===== src/rtl/arbw_pkg.sv =====
// Shared types and status codes for the arbitration monitor.
package arbw_pkg;

    // Operating mode of the node as seen by the arbitration monitor.
    typedef enum logic [2:0] {
        MD_MASTER    = 3'd0,
        MD_COLLECT   = 3'd1,
        MD_SLV_RX    = 3'd2,
        MD_SLV_TX    = 3'd3,
        MD_UNADDR    = 3'd4,
        MD_WAIT_FREE = 3'd5
    } arbw_mode_e;

    localparam int          STAT_W     = 8;
    localparam logic [7:0]  ST_NONE    = 8'hF8;
    localparam logic [7:0]  ST_LOST    = 8'h38;
    localparam logic [7:0]  ST_SR_OWN  = 8'h68;
    localparam logic [7:0]  ST_SR_GC   = 8'h78;
    localparam logic [7:0]  ST_ST_OWN  = 8'hB0;

endpackage


===== src/rtl/arbw_edges.sv =====
// Line event detector.
// Detects the clock-line rising edge and STOP/START conditions from the
// already synchronized line levels. Assumes both lines idle high.
module arbw_edges (
    input  logic clk,
    input  logic rst_n,
    input  logic scl_in,
    input  logic sda_in,
    output logic scl_rise,
    output logic bus_stop,
    output logic bus_start
);

    logic scl_q;
    logic sda_q;

    // Hold the previous line levels for edge detection.
    always_ff @(posedge clk) begin
        if (!rst_n) begin
            scl_q <= 1'b1;
            sda_q <= 1'b1;
        end else begin
            scl_q <= scl_in;
            sda_q <= sda_in;
        end
    end

    // Decode the line events from the current and previous levels.
    always_comb begin
        scl_rise  = scl_in & ~scl_q;
        bus_stop  = scl_in & scl_q & sda_in & ~sda_q;
        bus_start = scl_in & scl_q & ~sda_in & sda_q;
    end

endmodule


===== src/rtl/arbw_compare.sv =====
// Bit comparator and address capture.
// Flags a mismatch when the local master releases the data line but the
// line samples low on a clock rising edge. Masks the acknowledge slot and
// bits the master does not drive. Also shifts in the address byte seen on
// the line, whoever sent it.
module arbw_compare #(
    parameter int BIT_W   = 4,
    parameter int ADDR_W  = 7,
    parameter int ACK_POS = 8
) (
    input  logic              clk,
    input  logic              rst_n,
    input  logic              scl_rise,
    input  logic              sda_in,
    input  logic              drv_active,
    input  logic              drv_sda,
    input  logic [BIT_W-1:0]  bit_idx,
    input  logic              addr_phase,
    input  logic              is_owner,
    output logic              mismatch,
    output logic              byte_done,
    output logic [ADDR_W-1:0] win_addr,
    output logic              win_rw
);

    localparam logic [BIT_W-1:0] ACK_IDX = BIT_W'(ACK_POS);
    localparam logic [BIT_W-1:0] RW_IDX  = BIT_W'(ADDR_W);

    logic [ADDR_W-1:0] addr_sh;
    logic              addr_bit;

    // Qualify the compare and detect the end of the address byte.
    always_comb begin
        mismatch  = scl_rise & is_owner & drv_active & drv_sda & ~sda_in
                    & (bit_idx != ACK_IDX);
        addr_bit  = scl_rise & addr_phase & (bit_idx < RW_IDX);
        byte_done = scl_rise & addr_phase & (bit_idx == RW_IDX);
        win_addr  = addr_sh;
        win_rw    = sda_in;
    end

    // Shift the address bits seen on the line, MSB first.
    always_ff @(posedge clk) begin
        if (!rst_n) begin
            addr_sh <= '0;
        end else if (addr_bit) begin
            addr_sh <= {addr_sh[ADDR_W-2:0], sda_in};
        end
    end

endmodule


===== src/rtl/arbw_decide.sv =====
// Arbitration outcome state machine.
// Tracks ownership, records where a loss happened and resolves the
// address match after an address-byte loss. Returns to master on STOP.
module arbw_decide
    import arbw_pkg::*;
#(
    parameter int ADDR_W = 7
) (
    input  logic              clk,
    input  logic              rst_n,
    input  logic              mismatch,
    input  logic              addr_phase,
    input  logic              byte_done,
    input  logic [ADDR_W-1:0] win_addr,
    input  logic              win_rw,
    input  logic [ADDR_W-1:0] own_addr,
    input  logic              gc_en,
    input  logic              retry_en,
    input  logic              bus_stop,
    output arbw_mode_e        mode_q,
    output logic [STAT_W-1:0] status_q,
    output logic              lost_q,
    output logic              lost_addr_q,
    output logic              start_q
);

    logic              own_hit;
    logic              gc_hit;
    arbw_mode_e        res_mode;
    logic [STAT_W-1:0] res_status;
    arbw_mode_e        idle_mode;

    // Resolve the address match for the byte that just completed.
    always_comb begin
        own_hit   = (win_addr == own_addr);
        gc_hit    = gc_en & (win_addr == '0) & ~win_rw;
        idle_mode = retry_en ? MD_WAIT_FREE : MD_UNADDR;
        if (own_hit && !win_rw) begin
            res_mode   = MD_SLV_RX;
            res_status = ST_SR_OWN;
        end else if (own_hit) begin
            res_mode   = MD_SLV_TX;
            res_status = ST_ST_OWN;
        end else if (gc_hit) begin
            res_mode   = MD_SLV_RX;
            res_status = ST_SR_GC;
        end else begin
            res_mode   = idle_mode;
            res_status = ST_LOST;
        end
    end

    // Advance mode, status and loss flags.
    always_ff @(posedge clk) begin
        if (!rst_n) begin
            mode_q      <= MD_MASTER;
            status_q    <= ST_NONE;
            lost_q      <= 1'b0;
            lost_addr_q <= 1'b0;
            start_q     <= 1'b0;
        end else begin
            start_q <= 1'b0;
            if (bus_stop) begin
                start_q     <= (mode_q == MD_WAIT_FREE);
                mode_q      <= MD_MASTER;
                status_q    <= ST_NONE;
                lost_q      <= 1'b0;
                lost_addr_q <= 1'b0;
            end else begin
                case (mode_q)
                    MD_MASTER: begin
                        if (mismatch) begin
                            lost_q      <= 1'b1;
                            lost_addr_q <= addr_phase;
                            if (!addr_phase) begin
                                mode_q   <= idle_mode;
                                status_q <= ST_LOST;
                            end else if (byte_done) begin
                                mode_q   <= res_mode;
                                status_q <= res_status;
                            end else begin
                                mode_q   <= MD_COLLECT;
                            end
                        end
                    end
                    MD_COLLECT: begin
                        if (byte_done) begin
                            mode_q   <= res_mode;
                            status_q <= res_status;
                        end
                    end
                    default: begin
                        mode_q <= mode_q;
                    end
                endcase
            end
        end
    end

endmodule


===== src/rtl/arb_watch.sv =====
// Top of the two-wire arbitration monitor.
// Gates the master's line drive enables by bus ownership. Drops them in the
// same cycle a conflicting bit is sampled. Reports the outcome of a lost
// arbitration. Assumes scl_in/sda_in are already synchronized to clk.
module arb_watch
    import arbw_pkg::*;
#(
    parameter int BIT_W   = 4,
    parameter int ADDR_W  = 7,
    parameter int ACK_POS = 8
) (
    input  logic              clk,
    input  logic              rst_n,
    input  logic              scl_in,
    input  logic              sda_in,
    input  logic              drv_active,
    input  logic              drv_sda,
    input  logic [BIT_W-1:0]  bit_idx,
    input  logic              addr_phase,
    input  logic [ADDR_W-1:0] own_addr,
    input  logic              gc_en,
    input  logic              retry_en,
    input  logic              sda_oe_req,
    input  logic              scl_oe_req,
    output logic              sda_oe,
    output logic              scl_oe,
    output logic              arb_lost,
    output logic              lost_in_addr,
    output logic [7:0]        status,
    output logic [2:0]        mode,
    output logic              start_req
);

    logic              scl_rise;
    logic              bus_stop;
    logic              bus_start;
    logic              mismatch;
    logic              byte_done;
    logic [ADDR_W-1:0] win_addr;
    logic              win_rw;
    logic              is_owner;
    arbw_mode_e        mode_q;
    logic [STAT_W-1:0] status_q;

    arbw_edges u_edges (
        .clk       (clk),
        .rst_n     (rst_n),
        .scl_in    (scl_in),
        .sda_in    (sda_in),
        .scl_rise  (scl_rise),
        .bus_stop  (bus_stop),
        .bus_start (bus_start)
    );

    arbw_compare #(
        .BIT_W   (BIT_W),
        .ADDR_W  (ADDR_W),
        .ACK_POS (ACK_POS)
    ) u_cmp (
        .clk        (clk),
        .rst_n      (rst_n),
        .scl_rise   (scl_rise),
        .sda_in     (sda_in),
        .drv_active (drv_active),
        .drv_sda    (drv_sda),
        .bit_idx    (bit_idx),
        .addr_phase (addr_phase),
        .is_owner   (is_owner),
        .mismatch   (mismatch),
        .byte_done  (byte_done),
        .win_addr   (win_addr),
        .win_rw     (win_rw)
    );

    arbw_decide #(
        .ADDR_W (ADDR_W)
    ) u_dec (
        .clk         (clk),
        .rst_n       (rst_n),
        .mismatch    (mismatch),
        .addr_phase  (addr_phase),
        .byte_done   (byte_done),
        .win_addr    (win_addr),
        .win_rw      (win_rw),
        .own_addr    (own_addr),
        .gc_en       (gc_en),
        .retry_en    (retry_en),
        .bus_stop    (bus_stop),
        .mode_q      (mode_q),
        .status_q    (status_q),
        .lost_q      (arb_lost),
        .lost_addr_q (lost_in_addr),
        .start_q     (start_req)
    );

    // Gate the drive enables by ownership and by the live compare result.
    always_comb begin
        is_owner = (mode_q == MD_MASTER);
        sda_oe   = sda_oe_req & is_owner & ~mismatch;
        scl_oe   = scl_oe_req & is_owner & ~mismatch;
        status   = status_q;
        mode     = mode_q;
    end

    // A START seen on the line needs no action here; the bit engine owns it.
    logic unused_ok;
    always_comb unused_ok = bus_start;

endmodule


===== config.mk =====
export PLATFORM = sky130hd
export DESIGN_NAME = arb_watch
export DESIGN_NICKNAME = d
export VERILOG_FILES = /design/src/rtl/arbw_pkg.sv /design/src/rtl/arbw_edges.sv /design/src/rtl/arbw_compare.sv /design/src/rtl/arbw_decide.sv /design/src/rtl/arb_watch.sv
export SDC_FILE = /design/constraint.sdc
export NUM_CORES = 1
export LEC_CHECK = 0
export BUFFER_PORTS_ARGS = -buffer_cell sky130_fd_sc_hd__buf_2
export CORE_MARGIN = 10
export CORE_UTILIZATION = 44
export DETAILED_ROUTE_END_ITERATION = 7
export PLACE_DENSITY_LB_ADDON = 0.1
export SYNTH_ARGS = -nofsm -noshare
export SYNTH_HDL_FRONTEND = slang
export SYNTH_SLANG_ARGS = --single-unit
export TNS_END_PERCENT = 20

===== constraint.sdc =====
create_clock -name clk -period 1.5 [get_ports clk]
set_input_delay 0.15 -clock clk [delete_from_list [all_inputs] [get_ports clk]]
set_output_delay 0.15 -clock clk [all_outputs]
set_load 0.02 [all_outputs]

# ---- After elaboration in Yosys (flattened, before gate mapping)
# Index checks and enable logic that the tools add are counted.
dict set report classes {
  mux 16
  reduce_logical 10
  bitwise_logic 23
  order_cmp 1
  eq_ne 7
}
# cell count
set ops {}
lappend ops {{8-bit two-way mux} 5}
lappend ops {{3-bit two-way mux} 7}
lappend ops {{1-bit AND} 18}
lappend ops {{8-bit case mux with 2 select lines} 1}
lappend ops {{7-bit == test} 1}
lappend ops {{7-bit logical NOT} 1}
lappend ops {{7-bit two-way mux} 1}
lappend ops {{3-bit case mux with 2 select lines} 1}
lappend ops {{2-bit AND reduction} 3}
lappend ops {{1-bit NOT} 5}
lappend ops {{4-bit by 3-bit == test with 1-bit output (second input constant)} 1}
lappend ops {{4-bit by 3-bit less-than comparator with 1-bit output (second input constant)} 1}
lappend ops {{2-bit inequality test (second input constant)} 2}
lappend ops {{4-bit inequality test (second input constant)} 1}
lappend ops {{3-bit by 1-bit == test with 1-bit output (second input constant)} 1}
lappend ops {{3-bit == test (second input constant)} 1}
lappend ops {{3-bit logical NOT} 1}
lappend ops {{3-bit AND reduction} 1}
lappend ops {{2-bit nonzero test} 1}
lappend ops {{2-bit OR reduction} 1}
lappend ops {{1-bit logical AND} 1}
lappend ops {{1-bit logical NOT} 1}
lappend ops {{1-bit two-way mux} 1}
dict set report word_totals {
  inputBits 22
  register_bits 23
  out_inout_bits 16
  wordCells 65
}

# ---- Longest topological paths before layout
# Gate-level depths: netlist (run 1).
dict set report logic_depth {
  ltp_word 10
  mapped_depth 6
  ltp_nobuf 5
}

# ---- Modules after synthesis
# From an unflattened synthesis (run 1), not the netlist that was laid out.
dict set report hier_totals {
  cells_unflattened 127
  hier_area_um2 1199.9
}
# module seq_area_each_um2 area_each_um2 n_inst cells_each
set modules_own_cells {}
lappend modules_own_cells {arbw_decide 280.3 773.2 1 84}
lappend modules_own_cells {arbw_compare 140.1 317.8 1 32}
lappend modules_own_cells {arbw_edges 40.0 78.8 1 7}
lappend modules_own_cells {arb_watch 0.0 30.0 1 4}

# ---- Worst setup path before layout (run 1)
# Ideal clock, no wire load.
dict set report synth_path {
  path_kind {reg2reg}
  from {register u_cmp.addr_sh[3], in the netlist u_cmp.win_addr[3]}
  to {register u_dec.mode_q[0]}
  arrival_time_ns 1.521
  path_buffers 0
  setup_slack_ns -0.110
  stages_incl_launch_ff 6
  path_cell_list {dfxtp_1 > xor2_1 > nor4_2 > nand4_2 > or3_1 > a311oi_2}
}
dict set report synth_between {
  elab_chain_len 10
  word_cells_on_any_way 13
  cone_classes {eq/ne (1); mux (8); bitwise (2); reduce/logical (2)}
}
# item line_no
set synth_lines {}
lappend synth_lines {{from (decl)} arbw_compare.sv:29} ;# logic [ADDR_W-1:0] addr_sh;
lappend synth_lines {{from (signal assigned)} arbw_compare.sv:47} ;# addr_sh <= {addr_sh[ADDR_W-2:0], sda_in};
lappend synth_lines {{7-bit logical NOT} arbw_decide.sv:36} ;# gc_hit = gc_en & (win_addr == '0) & ~win_rw;
lappend synth_lines {{1-bit AND (2 in a row)} arbw_decide.sv:36}
lappend synth_lines {{3-bit two-way mux} arbw_decide.sv:44} ;# end else if (gc_hit) begin
lappend synth_lines {{3-bit two-way mux} arbw_decide.sv:41} ;# end else if (own_hit) begin
lappend synth_lines {{3-bit two-way mux (*)} arbw_decide.sv:38} ;# if (own_hit && !win_rw) begin
lappend synth_lines {{3-bit two-way mux} arbw_decide.sv:78} ;# end else if (byte_done) begin
lappend synth_lines {{3-bit two-way mux} arbw_decide.sv:75} ;# if (!addr_phase) begin
lappend synth_lines {{3-bit two-way mux} arbw_decide.sv:72} ;# if (mismatch) begin
lappend synth_lines {{3-bit case mux with 2 select lines (*)} arbw_decide.sv:70} ;# case (mode_q)
lappend synth_lines {{to (signal assigned)} arbw_decide.sv:76} ;# mode_q <= idle_mode;
lappend synth_lines {{to (signal assigned)} arbw_decide.sv:79} ;# mode_q <= res_mode;
lappend synth_lines {{to (signal assigned)} arbw_decide.sv:88} ;# mode_q <= res_mode;
lappend synth_lines {{to (decl)} arbw_decide.sv:20} ;# output arbw_mode_e mode_q,
# Mark *: on every way between the ends. The rest lies on a longest branch, timed or not. The select of a mux whose other input is x is not followed.
# A chain may end at the register's enable or synchronous reset.

# ---- Worst setup path in the final report (run 1)
dict set report layout_path {
  from {register u_cmp.addr_sh[6], in the netlist u_cmp.win_addr[6]}
  to {register u_dec.mode_q[2]}
}
# Same word-level chain as after synthesis.

==> results of run 1 <==
## registers in the layout, indices dropped and copies added, names as in the netlist
name	cells
u_dec.status_q	8
u_cmp.win_addr	7
u_dec.mode_q	3
u_dec.lost_addr_q	1
u_dec.lost_q	1
u_dec.start_q	1
u_edges.scl_q	1
u_edges.sda_q	1
## layout by cell type, fill, tap and decap left out, types with 3 or more instances in the layout
| cell type | count |
|---|---|
| sky130_fd_sc_hd__buf_2 | 35 |
| sky130_fd_sc_hd__dfxtp_1 | 20 |
| sky130_fd_sc_hd__buf_4 | 13 |
| sky130_fd_sc_hd__and3_1 | 8 |
| sky130_fd_sc_hd__nor2b_1 | 8 |
| sky130_fd_sc_hd__nor2_1 | 8 |
| sky130_fd_sc_hd__nand2_1 | 7 |
| sky130_fd_sc_hd__mux2i_1 | 7 |
| sky130_fd_sc_hd__o21ai_0 | 5 |
| sky130_fd_sc_hd__xor2_1 | 4 |
| sky130_fd_sc_hd__nor4_1 | 3 |
| sky130_fd_sc_hd__nor3_1 | 3 |
| sky130_fd_sc_hd__nand4_1 | 3 |
| sky130_fd_sc_hd__xnor2_1 | 3 |
| sky130_fd_sc_hd__clkbuf_4 | 3 |
| sky130_fd_sc_hd__dfxtp_2 | 3 |
## area by class of cell
| cell class | instances | area share |
|---|---|---|
| clock buffers | 3 | 0.01542 |
| clock inverters | 1 | 0.003428 |
| inverters | 2 | 0.005141 |
| flip-flops and latches | 23 | 0.3179 |
| repair buffers | 48 | 0.1868 |
| well taps | 30 | 0.02571 |
| multi-input cells | 92 | 0.4456 |
## logic make-up after synthesis
logic type / Yosys count / synth area share
compound gates: 18 / 0.1191
flops: 23 / 0.4172
buf+inv: 5 / 0.01701
mux: 7 / 0.06349
simple gates: 60 / 0.3277
xor+xnor: 7 / 0.05556
## repair_timing
| action | 4_1_cts | 5_1_grt |
|---|---|---|
| gates resized for setup | 6 | 4 |
| buffers inserted | 1 | 0 |
| pin swaps | 3 | 3 |
| endpoints found under the setup margin | 7 | 16 |
| hold endpoints to repair | 0 | 0 |
## final timing paths
check | endpoint
worst max-delay path | u_dec.mode_q[2]
worst min-delay path | u_edges.scl_q
worst max register to register | u_dec.mode_q[2]
worst min register to register | u_dec.status_q[5]
## per-stage QoR
step / hold WS, ns / setup WS [ns] / utilization
after floorplan: 0.2515 / -0.08890 / -
after global placement: 0.3628 / -0.04440 / 0.5720
after detailed placement: 0.3670 / -0.08706 / 0.5720
after CTS: 0.04379 / -0.06580 / 0.5947
after global routing: 0.04521 / -0.1119 / 0.6003
final: 0.04779 / -0.03148 / 0.6003
## power breakdown
| group | internal (W) | switching (W) |
|---|---|---|
| registers | 0.000615 | 0.00000274 |
| clock network | 0.0000994 | 0.000182 |
| logic | 0.0000597 | 0.0000667 |
## per-layer routing
metal	share of wire	track usage	vias up
met5	0	0	-
met2	0.42	0.1732	26
li1	-	-	539
met4	0.0045	0.02632	0
met1	0.52	0.1505	504
met3	0.057	0.03814	2
==> Implementation_results.wiki, run 1 <==
{| class="wikitable"
! Metric !! Value
|-
| Outcome || finished, violations left
|-
| Violations in the final reports || negative setup slack
|-
| Standard cell with the maximum stage delay on the critical path || sky130_fd_sc_hd__dfxtp_2
|-
| Clock transition at the registers of the reported paths || roughly 0.13 ns
|-
| Number of enable flip-flop cells after synthesis || 0
|-
| Count of antenna diodes in the layout || 0
|-
| Detailed placer's ending HPWL || 2300 um
|-
| Congestion Overflow GR || 0
|-
| Number of synthesized register bits || 23
|-
| Number of buffers on the longest clock path || 2
|-
| Hold violation total from the final report || 0
|-
| Shortest period the worst path allows || 1.531 ns
|-
| Highest achievable clock rate || ~0.65 GHz
|-
| Total placed cells including tap cells || 194
|-
| Vias post-DR || 1,071
|-
| First-pass DRT Iterations || 4
|-
| DIE HEIGHT || 70.08 um
|-
| TritonCTS clock tree || yes
|-
| Most instantiated library cell after synthesis || sky130_fd_sc_hd__dfxtp_1
|-
| Area occupied by multi-input gates || 650.6 sq um
|-
| Buffers and inverters on the worst path || 1
|-
| Via count of the first global-routing pass || 1,082
|-
| Wire length of the first global-routing pass || 4885 um
|-
| Synth Net Count || ~140
|-
| Maximum fanout encountered on the critical timing path || 7
|-
| Max-Slew Margin vs Limit || 0.6171
|-
| Critical Path Sink Type || flop
|-
| Static Leakage || around 0.72 nW
|-
| Data arrival at the endpoint of the critical path || 1.74 ns
|-
| Aggregate global-route resource usage || 0.1140
|-
| Count of cell types in the netlist || 37
|-
| Starting density of the core || 0.4537
|-
| Final Skew || 0.003415 ns
|-
| Number of H-tree levels || 1
|-
| Min-Delay Path Class || in -> reg
|-
| Area taken by flip-flops and latches || approximately 460 sq um
|-
| Async set or reset register ratio after synthesis || 0
|-
| Clock tree sinks || 23
|-
| Avg Synthesized Cell Area || 9.196 sq um
|-
| Slew at the pin closest to its max-slew limit || about 0.57 ns
|-
| Cell area after synthesis || 0.001104 sq mm
|-
| Layout overhead on the synthesized area || 32.31%
|-
| Final max-slew violation count || 0
|-
| Startpoint of the lowest-slack hold path || scl_in
|-
| Most frequently used flop master after synthesis || sky130_fd_sc_hd__dfxtp_1
|-
| Share of cells above drive strength 1 || 0.4024
|-
| Worst setup margin || -0.03148 ns
|-
| Register-to-register path setup slack || -0.03 ns
|-
| Clock insertion delay at the later pin of the skew report || 0.30 ns
|-
| Syn. warnings || 0
|-
| Final total negative setup slack || -0.09305 ns
|-
| Cell area after placement || between 0.001 and 0.0015 sq mm
|-
| Post-route antenna net violation count || 0
|-
| Last weighted congestion value of the routability-driven placer || 0.8842
|-
| Routed length per placed instance || 14.49 um
|-
| Cell taking the most area after synthesis || sky130_fd_sc_hd__dfxtp_1
|-
| Worst path depth || 6
|-
| Maximum number of pins on one net before global-route repair || 14
|-
| Die X-Extent || between 70 and 80 um
|-
| Final Power || 0.001026 W
|-
| Core Footprint || 0.002432 sq mm
|-
| Depth of the most critical reg-to-reg path || 6
|-
| Period utilization || 1.021
|-
| RSZ-0062 raised after global routing || true
|-
| Final number of setup-violating endpoints || 4
|-
| Per-cell via count in the routed design || ~5.4
|-
| Number of placement rows || 18
|-
| Hold bufs inserted after CTS || 0
|-
| Crit path max-delay family || simple AND/OR/NAND/NOR gates
|-
| Cell area power density || 702.7 mW/mm^2
|-
| Top Ports || 38
|-
| Clock buffer count from CTS || 3
|-
| Fin cells || 199
|-
| Number of fillers in the final layout || 233
|-
| Crit start category || flop
|-
| Slowest cell delay on critical path || 0.35 ns
|-
| Critical path class || reg -> reg
|-
| Leading post-synthesis cells by cell area || sky130_fd_sc_hd__dfxtp_1, sky130_fd_sc_hd__mux2i_1, sky130_fd_sc_hd__nor2b_1
|-
| Die Footprint || 0.004911 sq mm
|-
| Max-capacitance violation count || 0
|-
| Net count, final || 192
|-
| Design Area, Final || 0.001460 sq mm
|-
| Launching element of the worst setup path || u_cmp.win_addr[6]
|-
| Antenna violations before repair || 0
|-
| Area share of the largest cell type after synthesis || 0.4172
|-
| Number of standard cells after synthesis || 120
|-
| Synth cell count leaders || sky130_fd_sc_hd__dfxtp_1, sky130_fd_sc_hd__nor2b_1, sky130_fd_sc_hd__and3_1, sky130_fd_sc_hd__nor2_1
|-
| Iteration-0 DRC count of the detailed router || between 40 and 50
|-
| Critical-path cell list || xor2_1 > nor4_2 > nand4_2 > buf_4 > a311oi_1 > nor3_1
|-
| Required @ worst endpoint || around 1.7 ns
|-
| Hold Path Depth || 2
|-
| Max VDD drop || 0.4651 mV
|-
| Register area share after synthesis || 0.4172
|-
| Clock tree root buffer cell || sky130_fd_sc_hd__clkbuf_4
|-
| Drt total wl || 2883 um
|-
| Port-buffer cells || 37
|-
| Critical R2R Launch || u_cmp.win_addr[6]
|-
| Count of unresolved DRC violations after routing || 0
|}
Note: power is estimated with default switching activity, not from simulation.
==> run 2, diff against run 1 <==
--- a/config.mk
+++ b/config.mk
@@ -10,6 +10,7 @@
 export CORE_UTILIZATION = 44
 export DETAILED_ROUTE_END_ITERATION = 7
 export PLACE_DENSITY_LB_ADDON = 0.1
+export REMOVE_ABC_BUFFERS = 1
 export SYNTH_ARGS = -nofsm -noshare
 export SYNTH_HDL_FRONTEND = slang
 export SYNTH_SLANG_ARGS = --single-unit
==> run 2 against run 1 <==
Effect of this change: the flow still finishes with violations (negative setup slack); routed wire length up 0.69%; maximum frequency down 1.9%; via count down 1.3%; highest routed layer unchanged.
==> Implementation_results.wiki, run 2 (same netlist as run 1, synthesis figures left out) <==
{| class="wikitable"
! Metric !! Value
|-
| Hold violation total from the final report || 0 (unchanged)
|-
| Max-Slew Margin vs Limit || 0.6194 (+0.002354)
|-
| Wire length of the first global-routing pass || 4892 um (+0.14%)
|-
| Data arrival at the endpoint of the critical path || 1.80 ns (+0.06 ns)
|-
| Max VDD drop || 0.4844 mV (+4.2%)
|-
| Crit start category || flop
|-
| Final number of setup-violating endpoints || 4 (unchanged)
|-
| Worst setup margin || -0.06178 ns (-0.03030 ns)
|-
| Min-Delay Path Class || in -> reg
|-
| Max-capacitance violation count || 0 (unchanged)
|-
| Number of H-tree levels || 1 (unchanged)
|-
| Antenna violations before repair || 0 (unchanged)
|-
| Final total negative setup slack || -0.1678 ns (-0.07475 ns)
|-
| Net count, final || 195 (+1.6%)
|-
| Crit path max-delay family || simple AND/OR/NAND/NOR gates
|-
| Congestion Overflow GR || 0 (unchanged)
|-
| Die Footprint || 0.004911 sq mm (unchanged)
|-
| Starting density of the core || 0.4537 (unchanged)
|-
| Clock tree root buffer cell || sky130_fd_sc_hd__clkbuf_4
|-
| Detailed placer's ending HPWL || 2329 um (+1.2%)
|-
| Cell area after placement || 0.001413 sq mm (+1.5%)
|-
| Buffers and inverters on the worst path || 0 (-1)
|-
| Core Footprint || 0.002432 sq mm (unchanged)
|-
| Vias post-DR || 1,057 (-1.3%)
|-
| Critical Path Sink Type || flop
|-
| Clock insertion delay at the later pin of the skew report || 0.31 ns (about the same)
|-
| Top Ports || 38 (unchanged)
|-
| Final Skew || 0.005506 ns (+0.002091 ns)
|-
| WHS Endpoint || u_edges.scl_q
|-
| Commonest non-fill, non-tap cell in the layout || sky130_fd_sc_hd__buf_2
|-
| Per-cell via count in the routed design || 5.233 (-2.8%)
|-
| Via count of the first global-routing pass || 1,128 (+4.3%)
|-
| Clock tree sinks || 23 (unchanged)
|-
| Endpoint of the lowest-slack register-to-register path || u_dec.mode_q[0]
|-
| Hold Path Depth || 2 (unchanged)
|-
| Highest achievable clock rate || 0.6403 GHz (-1.9%)
|-
| Post-route antenna net violation count || 0 (unchanged)
|-
| Design Area, Final || 0.001505 sq mm (+3.1%)
|-
| Clock transition at the registers of the reported paths || 0.13 ns (about the same)
|-
| Worst path depth || 5 (-1)
|-
| Port-buffer cells || 37 (unchanged)
|-
| Cell area power density || 691.1 mW/mm^2 (-1.7%)
|-
| Final max-slew violation count || 0 (unchanged)
|-
| Register-to-register path setup slack || -0.06 ns (-0.03 ns)
|-
| Aggregate global-route resource usage || 0.1154 (+0.001402)
|-
| Outcome || finished, violations left
|-
| Maximum fanout encountered on the critical timing path || 2 (-5)
|-
| Shortest period the worst path allows || 1.562 ns (+0.03030 ns)
|-
| Hold bufs inserted after CTS || 0 (unchanged)
|-
| Critical R2R Launch || u_cmp.win_addr[3]
|-
| Critical path class || reg -> reg
|-
| Fin cells || 202 (+1.5%)
|-
| Number of placement rows || 18 (unchanged)
|-
| Routed length per placed instance || 14.37 um (-0.80%)
|-
| Last weighted congestion value of the routability-driven placer || 0.8301 (-6.1%)
|-
| Worst-case hold slack || 0.05024 ns (+0.002448 ns)
|-
| Total placed cells including tap cells || 197 (+1.5%)
|-
| Number of buffers on the longest clock path || 2 (unchanged)
|-
| Period utilization || 1.041 (+0.02020)
|-
| Commonest non-fill, non-tap cells in the layout || sky130_fd_sc_hd__buf_2, sky130_fd_sc_hd__dfxtp_1, sky130_fd_sc_hd__buf_4
|-
| Post-layout util || 0.6188 (+0.01852)
|-
| Top reg by flops || u_dec.status_q
|-
| Standard cell with the maximum stage delay on the critical path || sky130_fd_sc_hd__dfxtp_2
|-
| Drt total wl || 2903 um (+0.69%)
|-
| Flip-flop count of the largest register, all copies and words added || 8 (unchanged)
|-
| First-pass DRT Iterations || 4 (unchanged)
|-
| Maximum number of pins on one net before global-route repair || 14 (unchanged)
|-
| Iteration-0 DRC count of the detailed router || 83 (+84%)
|-
| RSZ-0062 raised after global routing || true
|-
| Startpoint of the lowest-slack hold path || scl_in
|-
| Layout overhead on the synthesized area || 36.39%
|-
| DIE HEIGHT || 70.08 um (unchanged)
|-
| Count of unresolved DRC violations after routing || 0 (unchanged)
|-
| Depth of the most critical reg-to-reg path || 5 (-1)
|-
| Slowest cell delay on critical path || 0.35 ns (about the same)
|-
| Static Leakage || 0.7402 nW (+3.5%)
|-
| Die X-Extent || 70.08 um (unchanged)
|-
| Required @ worst endpoint || 1.74 ns (+0.03 ns)
|-
| TritonCTS clock tree || yes
|-
| Clock buffer count from CTS || 3 (unchanged)
|-
| Count of antenna diodes in the layout || 0 (unchanged)
|-
| Critical-path cell list || xor2_1 > nor4_2 > nand4_2 > or3_1 > a311oi_2
|-
| Slew at the pin closest to its max-slew limit || 0.5683 ns (-0.003516 ns)
|-
| Violations in the final reports || negative setup slack
|-
| Share of cells above drive strength 1 || 0.4244 (+0.02205)
|}
==> run 2: area by class of cell <==
type / count / area (sq um)
clock buffers: 3 / 22.52
inverters: 2 / 7.507
flip-flops and latches: 23 / 465.4
fillers: 226 / 927.1
repair buffers: 51 / 295.3
clock inverters: 1 / 5.005
well taps: 30 / 37.54
multi-input cells: 92 / 671.9
==> run 2: worst max path at each step <==
stage | slack (ns) | endpoint | from
2_1_floorplan | -0.11 | u_dec.mode_q[0] | u_cmp.win_addr[3]
3_3_place_gp | -0.02 | u_dec.status_q[5] | bit_idx[2]
3_5_place_dp | -0.07 | u_dec.status_q[5] | bit_idx[2]
4_1_cts | -0.07 | u_dec.mode_q[0] | u_cmp.win_addr[5]
5_1_grt | -0.15 | u_dec.mode_q[0] | u_cmp.win_addr[3]
6_report | -0.06 | u_dec.mode_q[0] | u_cmp.win_addr[3]
==> run 2: metal layers <==
layer	wire, um	vias up	track usage
met3	186	4	0.03814
li1	-	544	-
met1	1314	476	0.1342
met4	28	0	0.03509
met5	0	-	0
met2	1373	33	0.1944
==> run 2: timing repair <==
action,4_1_cts,5_1_grt
resized for setup,5,11
endpoints found under the setup margin,6,13
pin swaps,3,2
buffers inserted,1,0
==> run 2: report_power, final <==
| group | internal (W) | switching, W |
|---|---|---|
| combinational | 0.0000638 | 0.0000685 |
| clock | 0.0000996 | 0.000189 |
| sequential | 0.000616 | 0.00000347 |
| total | 0.000779 | 0.000261 |
==> run 2: per-stage QoR <==
| stage | total power [W] | setup WS, ns |
|---|---|---|
| floorplan | 0.0006893 | -0.1095 |
| global placement | 0.0007528 | -0.01855 |
| detailed placement | 0.0007551 | -0.06750 |
| CTS | 0.001042 | -0.06673 |
| global route | 0.001088 | -0.1510 |
| finish | 0.001040 | -0.06178 |
==> run 3, diff against run 2 <==
--- a/config.mk
+++ b/config.mk
@@ -7,7 +7,7 @@
 export LEC_CHECK = 0
 export BUFFER_PORTS_ARGS = -buffer_cell sky130_fd_sc_hd__buf_2
 export CORE_MARGIN = 10
-export CORE_UTILIZATION = 44
+export CORE_UTILIZATION = 45
 export DETAILED_ROUTE_END_ITERATION = 7
 export PLACE_DENSITY_LB_ADDON = 0.1
 export REMOVE_ABC_BUFFERS = 1
==> constraint.sdc (replaced) <==
create_clock -name clk -period 1.45 [get_ports clk]
set_input_delay 0.145 -clock clk [delete_from_list [all_inputs] [get_ports clk]]
set_output_delay 0.145 -clock clk [all_outputs]
set_load 0.02 [all_outputs]
==> run 3 against run 2 <==
Effect of this change: the flow still finishes with violations (negative setup slack); flip-flop and latch count unchanged; maximum frequency is 0.20% lower; clock-buffer cell count is the same; cell area is 2.5% higher; die area decreased by 1.6%; critical path depth unchanged; core utilization increased by 5.9 points; sequential power increased by 3%; combinational power up 8%; critical endpoint unchanged; largest power group unchanged.
==> Implementation_results.wiki, run 3 (same netlist as run 1, synthesis figures left out) <==
{| class="wikitable"
! Metric !! Value
|-
| Outcome || finished, violations left
|-
| Violations in the final reports || negative setup slack
|-
| Post-layout util || 0.6778 (+0.05902)
|-
| Net count, final || 200 (+2.6%)
|-
| Area taken by flip-flops and latches || 466.7 sq um (+0.27%)
|-
| Count of unresolved DRC violations after routing || 0 (unchanged)
|-
| Routed length per placed instance || 15.38 um (+7.0%)
|-
| Port-buffer cells || 37 (unchanged)
|-
| Area occupied by multi-input gates || 673.1 sq um (+0.19%)
|-
| Per-cell via count in the routed design || 5.459 (+4.3%)
|-
| Iteration-0 DRC count of the detailed router || 38 (-54%)
|-
| Critical path class || reg -> reg
|-
| Starting density of the core || 0.4849 (+0.03118)
|-
| Maximum number of pins on one net before global-route repair || 14 (unchanged)
|-
| Count of antenna diodes in the layout || 0 (unchanged)
|-
| RSZ-0062 raised after global routing || true
|-
| Maximum fanout encountered on the critical timing path || 3 (+1)
|-
| Period utilization || 1.079 (+0.03808)
|-
| Worst setup margin || -0.1149 ns (-0.05315 ns)
|-
| Slowest cell delay on critical path || 0.38 ns (+0.03 ns)
|-
| Number of H-tree levels || 1 (unchanged)
|-
| Drt total wl || 3153 um (+8.6%)
|-
| DIE HEIGHT || 69.52 um (-0.80%)
|-
| Post-route antenna net violation count || 0 (unchanged)
|-
| Highest achievable clock rate || 0.6390 GHz (-0.20%)
|-
| Last weighted congestion value of the routability-driven placer || 0.8568 (+3.2%)
|-
| Critical-path cell list || xor2_1 > nor4_2 > nand4_2 > or3_4 > a311oi_2
|-
| Final Skew || 0.007039 ns (+0.001533 ns)
|-
| Final Power || 0.001071 W (+3.0%)
|-
| Max-Slew Margin vs Limit || 0.7063 (+0.08686)
|-
| Crit start category || flop
|-
| Die Footprint || 0.004833 sq mm (-1.6%)
|-
| Share of cells above drive strength 1 || 0.4520 (+0.02756)
|-
| Die X-Extent || 69.52 um (-0.80%)
|-
| Clock tree root buffer cell || sky130_fd_sc_hd__clkbuf_4
|-
| Static Leakage || 0.7579 nW (+2.4%)
|-
| Required @ worst endpoint || 1.69 ns (-0.05 ns)
|-
| Commonest non-fill, non-tap cells in the layout || sky130_fd_sc_hd__buf_2, sky130_fd_sc_hd__buf_4, sky130_fd_sc_hd__dfxtp_1, sky130_fd_sc_hd__nor2b_1
|-
| Antenna violations before repair || 0 (unchanged)
|-
| Congestion Overflow GR || 0 (unchanged)
|-
| Number of fillers in the final layout || 186 (-18%)
|-
| TritonCTS clock tree || yes
|-
| Vias post-DR || 1,119 (+5.9%)
|-
| Data arrival at the endpoint of the critical path || 1.80 ns (about the same)
|-
| Layout overhead on the synthesized area || 39.80%
|-
| Final max-slew violation count || 0 (unchanged)
|-
| Min-Delay Path Class || in -> reg
|-
| Cell area power density || 694.3 mW/mm^2 (+0.46%)
|-
| Final number of setup-violating endpoints || 6 (+2)
|-
| Core Footprint || 0.002276 sq mm (-6.4%)
|-
| Clock insertion delay at the later pin of the skew report || 0.31 ns (about the same)
|-
| Aggregate global-route resource usage || 0.1192 (+0.003773)
|-
| Clock buffer count from CTS || 3 (unchanged)
|-
| Max-capacitance violation count || 0 (unchanged)
|-
| Number of buffers on the longest clock path || 2 (unchanged)
|-
| Critical Path Sink Type || flop
|-
| Hold violation total from the final report || 0 (unchanged)
|-
| Wire length of the first global-routing pass || 5009 um (+2.4%)
|-
| Standard cell with the maximum stage delay on the critical path || sky130_fd_sc_hd__dfxtp_4
|-
| Clock tree sinks || 23 (unchanged)
|-
| Max VDD drop || 0.6165 mV (+27%)
|-
| Number of placement rows || 17 (-1)
|-
| Flip-flop count of the largest register, all copies and words added || 8 (unchanged)
|-
| Detailed placer's ending HPWL || 2490 um (+6.9%)
|-
| First-pass DRT Iterations || 4 (unchanged)
|-
| Top reg by flops || u_dec.status_q
|-
| Via count of the first global-routing pass || 1,070 (-5.1%)
|-
| Commonest non-fill, non-tap cell in the layout || sky130_fd_sc_hd__buf_2
|-
| Clock transition at the registers of the reported paths || 0.13 ns (about the same)
|-
| Shortest period the worst path allows || 1.565 ns (+0.003153 ns)
|-
| Slew at the pin closest to its max-slew limit || 0.4386 ns (-0.1297 ns)
|-
| Top Ports || 38 (unchanged)
|}
run 3: cell type report:
class / count / share of cell area
sequential: 23 / 0.3025
multi-input combinational: 92 / 0.4363
tap: 28 / 0.02271
timing repair buffer: 56 / 0.2157
clock inverter: 1 / 0.003244
inverter: 2 / 0.004866
clock buffer: 3 / 0.01460
run 3: routing by layer:
metal	routed length [um]	vias up	track usage
met2	1647	27	0.2026
met1	1341	534	0.1412
met5	0	-	0
li1	-	556	-
met3	156	2	0.04280
met4	8	0	0.01774
run 3: final timing paths:
| path | to | from | cells after the start | slack (ns) |
|---|---|---|---|---|
| setup / recovery | u_dec.mode_q[0] | u_cmp.win_addr[5] | 5 | -0.11 |
| hold / removal | u_edges.scl_q | rst_n | 2 | 0.10 |
| setup reg to reg | u_dec.mode_q[0] | u_cmp.win_addr[5] | 5 | -0.11 |
| hold reg to reg | u_dec.status_q[5] | u_dec.status_q[5] | 1 | 0.46 |
run 3: critical path, delay by kind of cell (launching register included):
kind | cells | cell delay [ns]
xor gates and xnor gates | 1 | 0.17
AOI/OAI and AO/OA | 1 | 0.19
and+or+nand+nor | 3 | 0.76
DFF | 1 | 0.38
run 3: what timing repair did:
item                                   CTS  global route
setup endpoints to repair                8            12
gates resized for setup                 10             8
hold buffers                             0             0
endpoints found under the hold margin    0             0
pin swaps                                0             4
setup buffers                            0             1
run 3: where the power goes:
part           leakage [nW]  internal [W]  switching (W)
sequential            0.188      0.000635     0.00000265
combinational         0.552     0.0000685      0.0000733
clock                0.0177      0.000103       0.000189
run 3: through the flow:
step                instances  cell area, sq um  hold WS [ns]  setup slack (ns)  setup TNS (ns)
detailed placement        200              1448        0.4269           -0.1226         -0.4791
floorplan                 117              1092        0.2141           -0.1595         -0.1595
finish                    205              1543        0.1044           -0.1149         -0.4633
global route              205              1543        0.1284           -0.2175          -1.387
CTS                       204              1506        0.1005           -0.1516         -0.4431
global placement          200              1448        0.4189          -0.07429         -0.2605
